`src/rtl/uvl_pkg.sv`:
```
package uvl_pkg;
  localparam int WORD_W       = 32;
  localparam int COMP_W       = 24;
  localparam int NCOMP        = 4;
  localparam int VEC_W        = NCOMP * COMP_W;
  localparam int PACKED_WORDS = VEC_W / WORD_W;
  localparam int MODE_BIT     = 31;

  typedef enum logic {
    PACK_F24 = 1'b0,
    PACK_F32 = 1'b1
  } pack_mode_e;
endpackage

```
`src/rtl/uvl_f24_conv.sv`:
```
module uvl_f24_conv
  import uvl_pkg::*;
(
  input  logic [WORD_W-1:0] f_in,
  output logic [COMP_W-1:0] f_out
);
  localparam int IN_EXP_W    = 8;
  localparam int IN_MAN_W    = 23;
  localparam int OUT_EXP_W   = 7;
  localparam int OUT_MAN_W   = COMP_W - 1 - OUT_EXP_W;
  localparam int IN_BIAS     = (1 << (IN_EXP_W - 1)) - 1;
  localparam int OUT_BIAS    = (1 << (OUT_EXP_W - 1)) - 1;
  localparam int BIAS_DIFF   = IN_BIAS - OUT_BIAS;
  localparam int OUT_EXP_MAX = (1 << OUT_EXP_W) - 1;

  logic                 sgn;
  logic [IN_EXP_W-1:0]  e_in;
  logic [IN_EXP_W:0]    e_ext;
  logic [OUT_MAN_W-1:0] m_top;
  logic [OUT_EXP_W-1:0] e_out;

  assign sgn   = f_in[WORD_W-1];
  assign e_in  = f_in[WORD_W-2 -: IN_EXP_W];
  assign e_ext = {1'b0, e_in};
  assign m_top = f_in[IN_MAN_W-1 -: OUT_MAN_W];
  assign e_out = OUT_EXP_W'(e_ext - (IN_EXP_W+1)'(BIAS_DIFF));

  always_comb begin
    if (e_ext <= (IN_EXP_W+1)'(BIAS_DIFF)) begin
      // underflow and zero: signed zero
      f_out = {sgn, {(COMP_W-1){1'b0}}};
    end else if (e_ext >= (IN_EXP_W+1)'(BIAS_DIFF + OUT_EXP_MAX)) begin
      // overflow, inf, NaN: saturate to largest magnitude
      f_out = {sgn, OUT_EXP_W'(OUT_EXP_MAX), {OUT_MAN_W{1'b1}}};
    end else begin
      f_out = {sgn, e_out, m_top};
    end
  end
endmodule

```
`src/rtl/uvl_vec_assemble.sv`:
```
module uvl_vec_assemble
  import uvl_pkg::*;
(
  input  pack_mode_e        mode,
  input  logic [WORD_W-1:0] words [NCOMP],
  output logic [VEC_W-1:0]  vec
);
  logic [VEC_W-1:0] f32_vec;
  logic [VEC_W-1:0] pk_vec;

  // single-precision: word i narrowed into component slot NCOMP-1-i
  generate
    for (genvar i = 0; i < NCOMP; i++) begin : g_cv
      uvl_f24_conv u_cv (
        .f_in (words[i]),
        .f_out(f32_vec[(NCOMP-1-i)*COMP_W +: COMP_W])
      );
    end
  endgenerate

  // packed: words laid end to end, first word in the top bits
  generate
    for (genvar j = 0; j < PACKED_WORDS; j++) begin : g_pk
      assign pk_vec[VEC_W-1-j*WORD_W -: WORD_W] = words[j];
    end
  endgenerate

  assign vec = (mode == PACK_F32) ? f32_vec : pk_vec;
endmodule

```
`src/rtl/uvl_unit.sv`:
```
module uvl_unit
  import uvl_pkg::*;
#(
  parameter int NUM_ENTRIES = 96,
  parameter int IDX_W       = 7
) (
  input  logic              clk,
  input  logic              rst_n,
  input  logic              wr_en,
  input  logic              wr_setup,
  input  logic [WORD_W-1:0] wr_data,
  output logic              cmt_valid,
  output logic [IDX_W-1:0]  cmt_index,
  output logic [VEC_W-1:0]  cmt_vec,
  output logic              idx_err
);
  localparam int CNT_W     = $clog2(NCOMP);
  localparam int BUF_DEPTH = NCOMP - 1;

  logic [IDX_W-1:0]  idx_q;
  pack_mode_e        mode_q;
  logic [CNT_W-1:0]  cnt_q;
  logic [WORD_W-1:0] buf_q [BUF_DEPTH];
  logic [WORD_W-1:0] words [NCOMP];
  logic [CNT_W-1:0]  last_cnt;
  logic              data_wr;
  logic              complete;
  logic              in_range;
  logic [VEC_W-1:0]  asm_vec;

  assign data_wr  = wr_en && !wr_setup;
  assign last_cnt = (mode_q == PACK_F32) ? CNT_W'(NCOMP - 1) : CNT_W'(PACKED_WORDS - 1);
  assign complete = data_wr && (cnt_q == last_cnt);
  assign in_range = {1'b0, idx_q} < (IDX_W+1)'(NUM_ENTRIES);

  // the completing word is used live; earlier words come from the buffer
  generate
    for (genvar k = 0; k < NCOMP; k++) begin : g_word
      if (k < BUF_DEPTH) begin : g_buf
        assign words[k] = (data_wr && cnt_q == CNT_W'(k)) ? wr_data : buf_q[k];
      end else begin : g_live
        assign words[k] = wr_data;
      end
    end
  endgenerate

  uvl_vec_assemble u_asm (
    .mode (mode_q),
    .words(words),
    .vec  (asm_vec)
  );

  always_ff @(posedge clk) begin
    if (!rst_n) begin
      idx_q     <= '0;
      mode_q    <= PACK_F24;
      cnt_q     <= '0;
      cmt_valid <= 1'b0;
      cmt_index <= '0;
      cmt_vec   <= '0;
      idx_err   <= 1'b0;
      for (int k = 0; k < BUF_DEPTH; k++) buf_q[k] <= '0;
    end else begin
      cmt_valid <= 1'b0;
      idx_err   <= 1'b0;
      if (wr_en && wr_setup) begin
        idx_q  <= wr_data[IDX_W-1:0];
        mode_q <= pack_mode_e'(wr_data[MODE_BIT]);
        cnt_q  <= '0;
      end else if (complete) begin
        cnt_q <= '0;
        if (in_range) begin
          cmt_valid <= 1'b1;
          cmt_index <= idx_q;
          cmt_vec   <= asm_vec;
          idx_q     <= idx_q + IDX_W'(1);
        end else begin
          idx_err <= 1'b1;
        end
      end else if (data_wr) begin
        for (int k = 0; k < BUF_DEPTH; k++) begin
          if (cnt_q == CNT_W'(k)) buf_q[k] <= wr_data;
        end
        cnt_q <= cnt_q + CNT_W'(1);
      end
    end
  end

  AST_CMT_IN_RANGE: assert property (@(posedge clk) disable iff (!rst_n)
    cmt_valid |-> ({1'b0, cmt_index} < (IDX_W+1)'(NUM_ENTRIES)));
  AST_IDX_BUMP: assert property (@(posedge clk) disable iff (!rst_n)
    cmt_valid |-> (idx_q == cmt_index + IDX_W'(1)));
  AST_ERR_EXCL: assert property (@(posedge clk) disable iff (!rst_n)
    idx_err |-> !cmt_valid);
  AST_ERR_IDX_HOLD: assert property (@(posedge clk) disable iff (!rst_n)
    idx_err |-> $stable(idx_q));
  AST_PACKED_CNT: assert property (@(posedge clk) disable iff (!rst_n)
    (mode_q == PACK_F24) |-> (cnt_q < CNT_W'(PACKED_WORDS)));
  AST_SETUP_CLR: assert property (@(posedge clk) disable iff (!rst_n)
    (wr_en && wr_setup) |=> (cnt_q == '0));
endmodule

```
`src/rtl/uniform_vec_loader.sv`:
```
module uniform_vec_loader
  import uvl_pkg::*;
#(
  parameter int NUM_UNITS   = 2,
  parameter int NUM_ENTRIES = 96,
  parameter int IDX_W       = 7,
  localparam int UNIT_W     = (NUM_UNITS > 1) ? $clog2(NUM_UNITS) : 1
) (
  input  logic                       clk,
  input  logic                       rst_n,
  input  logic                       shared_mode,
  input  logic                       wr_valid,
  output logic                       wr_ready,
  input  logic [UNIT_W-1:0]          wr_unit,
  input  logic                       wr_setup,
  input  logic [WORD_W-1:0]          wr_data,
  output logic [NUM_UNITS-1:0]       cmt_valid,
  output logic [NUM_UNITS*IDX_W-1:0] cmt_index,
  output logic [NUM_UNITS*VEC_W-1:0] cmt_vec,
  output logic [NUM_UNITS-1:0]       idx_err
);
  logic                 accept;
  logic [NUM_UNITS-1:0] hit;

  assign wr_ready = 1'b1;
  assign accept   = wr_valid && wr_ready;

  generate
    for (genvar u = 0; u < NUM_UNITS; u++) begin : g_unit
      if (u == 0) begin : g_primary
        assign hit[u] = accept && (wr_unit == UNIT_W'(0));
      end else begin : g_secondary
        assign hit[u] = accept && ((wr_unit == UNIT_W'(u)) ||
                                   (shared_mode && wr_unit == UNIT_W'(0)));
      end

      uvl_unit #(
        .NUM_ENTRIES(NUM_ENTRIES),
        .IDX_W      (IDX_W)
      ) u_unit (
        .clk      (clk),
        .rst_n    (rst_n),
        .wr_en    (hit[u]),
        .wr_setup (wr_setup),
        .wr_data  (wr_data),
        .cmt_valid(cmt_valid[u]),
        .cmt_index(cmt_index[u*IDX_W +: IDX_W]),
        .cmt_vec  (cmt_vec[u*VEC_W +: VEC_W]),
        .idx_err  (idx_err[u])
      );
    end
  endgenerate

  AST_MIRROR_HIT: assert property (@(posedge clk) disable iff (!rst_n)
    (shared_mode && hit[0]) |-> hit[NUM_UNITS-1]);
endmodule

```
`config.mk`:
```
export PLATFORM = sky130hd
export DESIGN_NAME = uniform_vec_loader
export DESIGN_NICKNAME = d
export VERILOG_FILES = /design/src/rtl/uvl_pkg.sv /design/src/rtl/uvl_f24_conv.sv /design/src/rtl/uvl_vec_assemble.sv /design/src/rtl/uvl_unit.sv /design/src/rtl/uniform_vec_loader.sv
export SDC_FILE = /design/constraint.sdc
export NUM_CORES = 1
export LEC_CHECK = 0
export ABC_CLOCK_PERIOD_IN_PS = 6900
export BUFFER_PORTS_ARGS = -buffer_cell sky130_fd_sc_hd__buf_4
export CAP_MARGIN = 40
export CORE_ASPECT_RATIO = 0.75
export CORE_MARGIN = 2
export CORE_UTILIZATION = 39
export CTS_BUF_LIST = sky130_fd_sc_hd__clkbuf_8 sky130_fd_sc_hd__clkbuf_16
export CTS_CLUSTER_DIAMETER = 40
export CTS_CLUSTER_SIZE = 30
export DETAILED_ROUTE_END_ITERATION = 16
export MAX_ROUTING_LAYER = met4
export PLACE_DENSITY = 0.68
export SLEW_MARGIN = 10
export SYNTH_ARGS = -nofsm -noshare
export SYNTH_HDL_FRONTEND = slang
export SYNTH_SLANG_ARGS = --single-unit
```
`constraint.sdc`:
```
create_clock -name clk -period 6.9 [get_ports clk]
set_clock_uncertainty 0.1 [all_clocks]
set_input_delay 1.725 -clock clk [delete_from_list [all_inputs] [get_ports clk]]
set_output_delay 1.725 -clock clk [all_outputs]
set_load 0.05 [all_outputs]
```
==> results of run 1 <==
[layout make-up]
class,count,share of cell area
sequential,422,0.4238
antenna,1,0.0001023
clock inverter,41,0.02004
multi-input combinational,1394,0.3744
inverter,18,0.002761
tap,703,0.03594
timing repair buffer,288,0.09336
clock buffer,49,0.04964
[state kept, by name, summed over array words and instances (netlist names)]
name                     cells
g_unit.u_unit.cmt_valid      2
g_unit.u_unit.idx_err        2
g_unit.u_unit.buf_q        192
g_unit.u_unit.idx_q         14
g_unit.u_unit.cmt_index     14
g_unit.u_unit.cnt_q          4
g_unit.u_unit.mode_q         2
g_unit.u_unit.cmt_vec      192
[per-stage QoR]
step                      hold WS [ps]  area [sq um]  std cells  setup slack (ps)
final                            359.0         24470       2916              2534
after global routing             377.1         24470       2916              2407
after CTS                        359.4         24470       2915              2652
after detailed placement         348.8         22760       2825              2011
after global placement           346.5         22570       2815              1739
after floorplan                  357.6         20470       2049              1375
[logic make-up after synthesis]
| logic type | after synthesis |
|---|---|
| simple gates | 547 |
| mux | 169 |
| xor+xnor | 4 |
| buf+inv | 233 |
| compound gates | 663 |
| fa+ha+maj | 10 |
| other cells | 1 |
| flops | 422 |
[power groups by stage]
stage | sequential (mW) | clock, mW | combinational, mW
finish | 2.72 | 2.75 | 0.465
global route | 2.72 | 2.87 | 0.487
CTS | 2.72 | 2.76 | 0.451
detailed placement | 2.77 | 0 | 0.450
global placement | 2.77 | 0 | 0.437
floorplan | 2.77 | 0 | 0.267
[path summary, 6_finish.rpt]
check / from / to / slack [ps] / cells past startpoint
max: wr_unit / g_unit[1].u_unit.cmt_vec[63] / 2530 / 7
min: g_unit[0].u_unit.cmt_vec[21] / g_unit[0].u_unit.cmt_vec[21] / 360 / 2
min reg2reg: g_unit[0].u_unit.cmt_vec[21] / g_unit[0].u_unit.cmt_vec[21] / 360 / 2
max reg2reg: g_unit[1].u_unit.cnt_q[1] / g_unit[1].u_unit.cmt_vec[63] / 3220 / 7
[placed cells by master (no fill, tap or decap), types with 28 or more instances in the layout]
cell type	instances
buf_4	279
dfxtp_1	229
nand2_1	223
a21oi_1	211
edfxtp_1	192
o21ai_0	140
mux2i_1	111
and2_1	77
nor2_1	69
mux2_2	57
clkbuf_16	48
o31ai_1	39
nand3_1	38
o221a_2	33
o311ai_0	33
a31oi_1	32
a32o_1	32
nor3_1	29
or3_1	28
nand4_1	28
[cell usage after synthesis (32+ instances only)]
master / count / area (sq um)
a21oi_1: 211 / 1056
a31oi_1: 32 / 200.2
a32o_1: 32 / 320.3
and2_1: 77 / 481.7
buf_2: 45 / 225.2
clkbuf_1: 144 / 540.5
dfxtp_1: 230 / 4604
edfxtp_1: 192 / 5766
mux2_2: 57 / 641.9
mux2i_1: 111 / 1111
nand2_1: 226 / 848.3
nand3_1: 39 / 195.2
nor2_1: 71 / 266.5
o21ai_0: 144 / 720.7
o221a_2: 33 / 371.6
o311ai_0: 33 / 289.0
o31ai_1: 39 / 292.8
[routing by layer]
layer | vias up | global-route usage | wire length, microns
li1 | 7941 | - | -
met5 | - | - | 0
met1 | 8863 | 0.3995 | 32840
met3 | 140 | 0.07395 | 8965
met4 | 0 | 0.07262 | 1884
met2 | 1234 | 0.4253 | 35100
[worst register-to-register path: stages (launching register included)]
cell and delay, ps:
dfxtp_1 370, inv_1 120, ha_1 630, nand3_2 600
buf_16 360, a31oi_1 530, o21a_1 650, a221oi_1 160
==> flow_results.xml, run 1 <==
<?xml version="1.0" encoding="UTF-8"?>
<metrics>
  <group name="clocking">
    <metric name="postCtsSetupBuffers" unit="">0</metric>
    <metric name="clock_insertion_delay_worst_skew" unit="ps">640</metric>
    <metric name="cts.sinks" unit="">422</metric>
    <metric name="post_cts_resize_count" unit="">0</metric>
    <metric name="tritoncts_clock_tree" unit="">built</metric>
    <metric name="clkTransAtPathRegs" unit="ps">70</metric>
    <metric name="post_cts_hold_buffer_count" unit="">0</metric>
    <metric name="clockRootBuffer" unit="">clkbuf_16</metric>
    <metric name="cts_buffers" unit="">48</metric>
    <metric name="number_of_buffers_on_the_longest_clock_path" unit="">3</metric>
    <metric name="max_h_tree_level" unit="">2</metric>
  </group>
  <group name="global_route">
    <metric name="grt_max_degree" unit="">82</metric>
    <metric name="grt_overflow_total" unit="">0</metric>
    <metric name="gr-usage-all-layers" unit="">0.2902</metric>
    <metric name="antenna_violations_before_repair" unit="">2</metric>
    <metric name="grt_pass1_vias" unit="">16770</metric>
    <metric name="wire_length_of_the_first_global_routing_pass" unit="microns">114000</metric>
  </group>
  <group name="floorplan">
    <metric name="placeableCoreArea" unit="sq um">51710</metric>
    <metric name="die-width" unit="microns">268.5</metric>
    <metric name="floorplan.io_pins" unit="">249</metric>
    <metric name="die_area" unit="sq um">54340</metric>
    <metric name="placementRows" unit="">72</metric>
    <metric name="die_height" unit="microns">202.4</metric>
    <metric name="initial_core_util" unit="">0.3958</metric>
  </group>
  <group name="logic_synthesis">
    <metric name="yosys_most_used_dff" unit="">dfxtp_1</metric>
    <metric name="synthCells" unit="">2049</metric>
    <metric name="syn-num-nets" unit="">2095</metric>
    <metric name="edff_count_synth" unit="">192</metric>
    <metric name="simple_gate_area_share_of_the_yosys_netlist" unit="">0.1319</metric>
    <metric name="synth_seq_cells" unit="">422</metric>
    <metric name="synth-compound-area-share" unit="">0.2172</metric>
    <metric name="post_synth_num_cell_types" unit="">76</metric>
    <metric name="mean_instance_size_in_the_synthesized_netlist" unit="sq um">9.988</metric>
    <metric name="post_synth_xor_xnor_area" unit="">0.002079</metric>
    <metric name="async_reset_ff_frac" unit="">0</metric>
    <metric name="syn-cell-area" unit="sq um">20470</metric>
    <metric name="synth_seq_area_share" unit="">0.5067</metric>
    <metric name="post_synth_fa_ha_maj_area_fraction" unit="">0.005869</metric>
    <metric name="ys.warnings.count" unit="">0</metric>
    <metric name="synth_mux_area_frac" unit="">0.08639</metric>
    <metric name="synth_top_family_by_area" unit="">compound AO/OA/AOI/OAI gates</metric>
  </group>
  <group name="worst_setup_path">
    <metric name="cp_cell_sequence" unit="">buf_4, or2_2, nand3_2, buf_16, a31oi_1, o21a_1, a221oi_1</metric>
    <metric name="crit_path_slowest_cell" unit="">o21a_1</metric>
    <metric name="worst_setup_path_start_kind" unit="">primary input</metric>
    <metric name="worstPathRequired" unit="ps">7250</metric>
    <metric name="crit_path_max_incr_delay" unit="ps">650</metric>
    <metric name="crit_path_end_kind" unit="">register</metric>
    <metric name="critical-path-top-delay-family" unit="">compound AO/OA/AOI/OAI gates</metric>
    <metric name="timing_worst_setup_path_type" unit="">primary input to register</metric>
    <metric name="arrival" unit="ps">4710</metric>
    <metric name="worstPathBufferInverterCount" unit="">2</metric>
    <metric name="crit_fanout" unit="">30</metric>
  </group>
  <group name="pwr">
    <metric name="internal_power" unit="mW">4.313</metric>
    <metric name="clock_power_share" unit="">0.463</metric>
    <metric name="share_comb_of_total_power" unit="">0.078</metric>
    <metric name="leakagePower" unit="nW">9.704</metric>
    <metric name="power.density_cell_area" unit="nW/um^2">242.4</metric>
    <metric name="total_power_consumption" unit="mW">5.932</metric>
    <metric name="sequentialPowerShare" unit="">0.458</metric>
    <metric name="vdd_drop_max" unit="mV">0.1788</metric>
    <metric name="p_sw_frac" unit="">0.2729</metric>
    <metric name="netSwitchingPower" unit="mW">1.619</metric>
  </group>
  <group name="sta">
    <metric name="setup_tns" unit="ps">0</metric>
    <metric name="rsz0062_at_grt" unit="">no</metric>
    <metric name="timing.final.crit_share" unit="">0.6327</metric>
    <metric name="timing.final.setup_violations" unit="">0</metric>
    <metric name="timing.max_slew.rel_slack" unit="">0.3826</metric>
    <metric name="max_freq" unit="GHz">0.2291</metric>
    <metric name="number_of_hold_slack_violations_in_the_final_timing_report" unit="">0</metric>
    <metric name="timing.final.crit_period" unit="ps">4366</metric>
    <metric name="timing.final.max_slew_violations" unit="">0</metric>
    <metric name="tightest_slew" unit="ps">922.7</metric>
  </group>
  <group name="place">
    <metric name="global_placement_routability_congestion" unit="">0.9415</metric>
    <metric name="io_buffer_count" unit="">247</metric>
    <metric name="place_hpwl" unit="microns">54800</metric>
  </group>
  <group name="finish">
    <metric name="multiInputGateArea" unit="sq um">9161</metric>
    <metric name="fillers" unit="">4791</metric>
    <metric name="area.sequential" unit="sq um">10370</metric>
    <metric name="area_grow_syn2layout" unit="%">19.58</metric>
    <metric name="finish.net_count" unit="">2218</metric>
    <metric name="final_layout_size_suffix_gt1_frac" unit="">0.2278</metric>
    <metric name="finish.utilization" unit="">0.4733</metric>
  </group>
  <group name="flow_run">
    <metric name="number_of_violations_of_the_max_capacitance_limit" unit="">0</metric>
  </group>
  <group name="route">
    <metric name="route.antenna.remaining_nets" unit="">0</metric>
    <metric name="routed_wire_length_per_instance" unit="microns">27.02</metric>
    <metric name="vias" unit="">18180</metric>
    <metric name="viasPerCell" unit="">6.234</metric>
    <metric name="drcViolationCount" unit="">0</metric>
    <metric name="initialDrtViolationCount" unit="">2793</metric>
    <metric name="route.final.wire_length" unit="microns">78790</metric>
    <metric name="detailedRoute.firstPassIterationCount" unit="">6</metric>
  </group>
  <group name="min_path">
    <metric name="hp-class" unit="">register to register</metric>
  </group>
  <group name="status">
    <metric name="run_status" unit="">completed</metric>
  </group>
</metrics>
Power figures use the tool's default switching activity.
==> run 2, diff against run 1 <==
--- a/config.mk
+++ b/config.mk
@@ -5,7 +5,7 @@
 export SDC_FILE = /design/constraint.sdc
 export NUM_CORES = 1
 export LEC_CHECK = 0
-export ABC_CLOCK_PERIOD_IN_PS = 6900
+export ABC_CLOCK_PERIOD_IN_PS = 4500
 export BUFFER_PORTS_ARGS = -buffer_cell sky130_fd_sc_hd__buf_4
 export CAP_MARGIN = 40
 export CORE_ASPECT_RATIO = 0.75
==> constraint.sdc (replaced) <==
create_clock -name clk -period 4.5 [get_ports clk]
set_clock_uncertainty 0.1 [all_clocks]
set_input_delay 1.125 -clock clk [delete_from_list [all_inputs] [get_ports clk]]
set_output_delay 1.125 -clock clk [all_outputs]
set_load 0.05 [all_outputs]
==> flow_results.xml, run 2 (synthesized netlist as in run 1, its figures left out) <==
<?xml version="1.0" encoding="UTF-8"?>
<metrics>
  <group name="clocking">
    <metric name="cts.sinks" unit="">422</metric>
    <metric name="number_of_buffers_on_the_longest_clock_path" unit="">3</metric>
    <metric name="tritoncts_clock_tree" unit="">built</metric>
    <metric name="postCtsSetupBuffers" unit="">0</metric>
    <metric name="max_h_tree_level" unit="">2</metric>
    <metric name="clock_insertion_delay_worst_skew" unit="ps">620</metric>
    <metric name="clockRootBuffer" unit="">clkbuf_16</metric>
    <metric name="clkTransAtPathRegs" unit="ps">60</metric>
    <metric name="cts_buffers" unit="">56</metric>
    <metric name="post_cts_hold_buffer_count" unit="">0</metric>
    <metric name="post_cts_resize_count" unit="">0</metric>
  </group>
  <group name="floorplan">
    <metric name="placeableCoreArea" unit="sq um">51710</metric>
    <metric name="die_area" unit="sq um">54340</metric>
    <metric name="die-width" unit="microns">268.5</metric>
    <metric name="initial_core_util" unit="">0.3958</metric>
    <metric name="die_height" unit="microns">202.4</metric>
    <metric name="floorplan.io_pins" unit="">249</metric>
    <metric name="placementRows" unit="">72</metric>
  </group>
  <group name="sta">
    <metric name="timing.final.max_slew_violations" unit="">0</metric>
    <metric name="timing.final.setup_violations" unit="">0</metric>
    <metric name="timing.max_slew.rel_slack" unit="">0.3782</metric>
    <metric name="timing.final.crit_period" unit="ps">3469</metric>
    <metric name="hold-worst-slack" unit="ps">363.6</metric>
    <metric name="number_of_hold_slack_violations_in_the_final_timing_report" unit="">0</metric>
    <metric name="rsz0062_at_grt" unit="">no</metric>
    <metric name="max_freq" unit="GHz">0.2882</metric>
    <metric name="timing.final.crit_share" unit="">0.7710</metric>
    <metric name="tightest_slew" unit="ps">932.7</metric>
    <metric name="setup_tns" unit="ps">0</metric>
  </group>
  <group name="route">
    <metric name="vias" unit="">18270</metric>
    <metric name="routed_wire_length_per_instance" unit="microns">27.25</metric>
    <metric name="highest-signal-layer" unit="">met4</metric>
    <metric name="initialDrtViolationCount" unit="">2960</metric>
    <metric name="drcViolationCount" unit="">0</metric>
    <metric name="viasPerCell" unit="">6.184</metric>
    <metric name="detailedRoute.firstPassIterationCount" unit="">8</metric>
    <metric name="route.antenna.remaining_nets" unit="">0</metric>
    <metric name="route.final.wire_length" unit="microns">80490</metric>
    <metric name="route.layer.met1.wl" unit="microns">36020</metric>
    <metric name="wl_met3" unit="microns">11320</metric>
    <metric name="detailroute.wirelength.met2" unit="microns">31470</metric>
  </group>
  <group name="finish">
    <metric name="finish.net_count" unit="">2246</metric>
    <metric name="instances_no_fill" unit="">2954</metric>
    <metric name="finish.utilization" unit="">0.4781</metric>
    <metric name="area_grow_syn2layout" unit="%">20.80</metric>
    <metric name="final_layout_size_suffix_gt1_frac" unit="">0.2384</metric>
    <metric name="final_cell_mix" unit="">buf_4 (305), dfxtp_1 (229), nand2_1 (225)</metric>
    <metric name="layout.cells.most_common" unit="">buf_4</metric>
    <metric name="biggestRegsByFlops" unit="">g_unit.u_unit.buf_q (192), g_unit.u_unit.cmt_vec (192)</metric>
  </group>
  <group name="global_route">
    <metric name="antenna_violations_before_repair" unit="">2</metric>
    <metric name="wire_length_of_the_first_global_routing_pass" unit="microns">116300</metric>
    <metric name="grt_overflow_total" unit="">0</metric>
    <metric name="grt_max_degree" unit="">86</metric>
    <metric name="grt_pass1_vias" unit="">16900</metric>
    <metric name="gr-usage-all-layers" unit="">0.2978</metric>
  </group>
  <group name="pwr">
    <metric name="leakagePower" unit="nW">9.842</metric>
    <metric name="power.density_cell_area" unit="nW/um^2">379.8</metric>
    <metric name="vdd_drop_max" unit="mV">0.2845</metric>
    <metric name="total_power_consumption" unit="mW">9.389</metric>
  </group>
  <group name="worst_setup_path">
    <metric name="worst_setup_path_start_kind" unit="">primary input</metric>
    <metric name="worstPathRequired" unit="ps">4850</metric>
    <metric name="timing_worst_setup_path_type" unit="">primary input to register</metric>
    <metric name="rrSetupSlack" unit="ps">1190</metric>
    <metric name="worst_r2r_path_depth" unit="">6</metric>
    <metric name="crit_path_end_kind" unit="">register</metric>
    <metric name="origin_of_the_critical_flop_to_flop_path" unit="">g_unit[1].u_unit.cnt_q[1]</metric>
    <metric name="worstReg2RegEnd" unit="">g_unit[1].u_unit.cmt_vec[55]</metric>
    <metric name="crit_fanout" unit="">30</metric>
    <metric name="arrival" unit="ps">3820</metric>
  </group>
  <group name="flow_run">
    <metric name="number_of_violations_of_the_max_capacitance_limit" unit="">0</metric>
  </group>
  <group name="status">
    <metric name="run_status" unit="">completed</metric>
  </group>
  <group name="place">
    <metric name="place_hpwl" unit="microns">56970</metric>
    <metric name="io_buffer_count" unit="">247</metric>
    <metric name="global_placement_routability_congestion" unit="">0.9926</metric>
    <metric name="place_inst" unit="">2845</metric>
  </group>
  <group name="min_path">
    <metric name="hold_path.startpoint" unit="">g_unit[1].u_unit.cmt_index[0]</metric>
    <metric name="worst_hold_path_cell_count" unit="">2</metric>
    <metric name="hp-class" unit="">register to register</metric>
    <metric name="worstHoldEndpoint" unit="">g_unit[1].u_unit.cmt_index[0]</metric>
  </group>
</metrics>
==> run 2: power by group <==
group	leakage, nW	switching (mW)	internal [mW]
clock network	0.920	2.00	2.47
logic	5.06	0.545	0.196
registers	3.86	0.0661	4.11
==> run 2: worst max path at each step <==
stage | from | endpoint
finish | wr_unit | g_unit[1].u_unit.cmt_vec[55]
detailed placement | wr_unit | g_unit[1].u_unit.cmt_vec[55]
floorplan | shared_mode | g_unit[1].u_unit.buf_q[0][64]
global route | wr_unit | g_unit[1].u_unit.cmt_vec[55]
CTS | wr_unit | g_unit[1].u_unit.cmt_vec[55]
global placement | wr_unit | g_unit[1].u_unit.cmt_vec[62]
==> run 2: critical path, cell delays in order <==
cell	delay, ps
buf_4	160
or2_2	580
nand3_2	390
a31oi_1	700
o21a_1	660
a31oi_1	180
==> run 2: cell type report <==
type,count,area [sq um]
Fill cell,4841,26990
Sequential cell,422,10370
Inverter,18,67.56
Timing Repair Buffer,308,2336
Antenna cell,3,7.507
Clock inverter,49,471.7
Clock buffer,57,1426
Tap cell,703,879.6
Multi-Input combinational cell,1394,9163
==> run 2: metal layers <==
layer / global-route usage / up-vias
li1: - / 8018
met1: 0.4447 / 8893
met3: 0.1005 / 124
met4: 0.07222 / 0
met5: - / -
met2: 0.3778 / 1233
==> run 2: stage by stage <==
step	instance area (sq um)	setup WS (ps)
floorplan	20470	439.8
global placement	22780	696.7
detailed placement	22820	536.5
CTS	24720	1179
global route	24720	880.1
finish	24720	1031
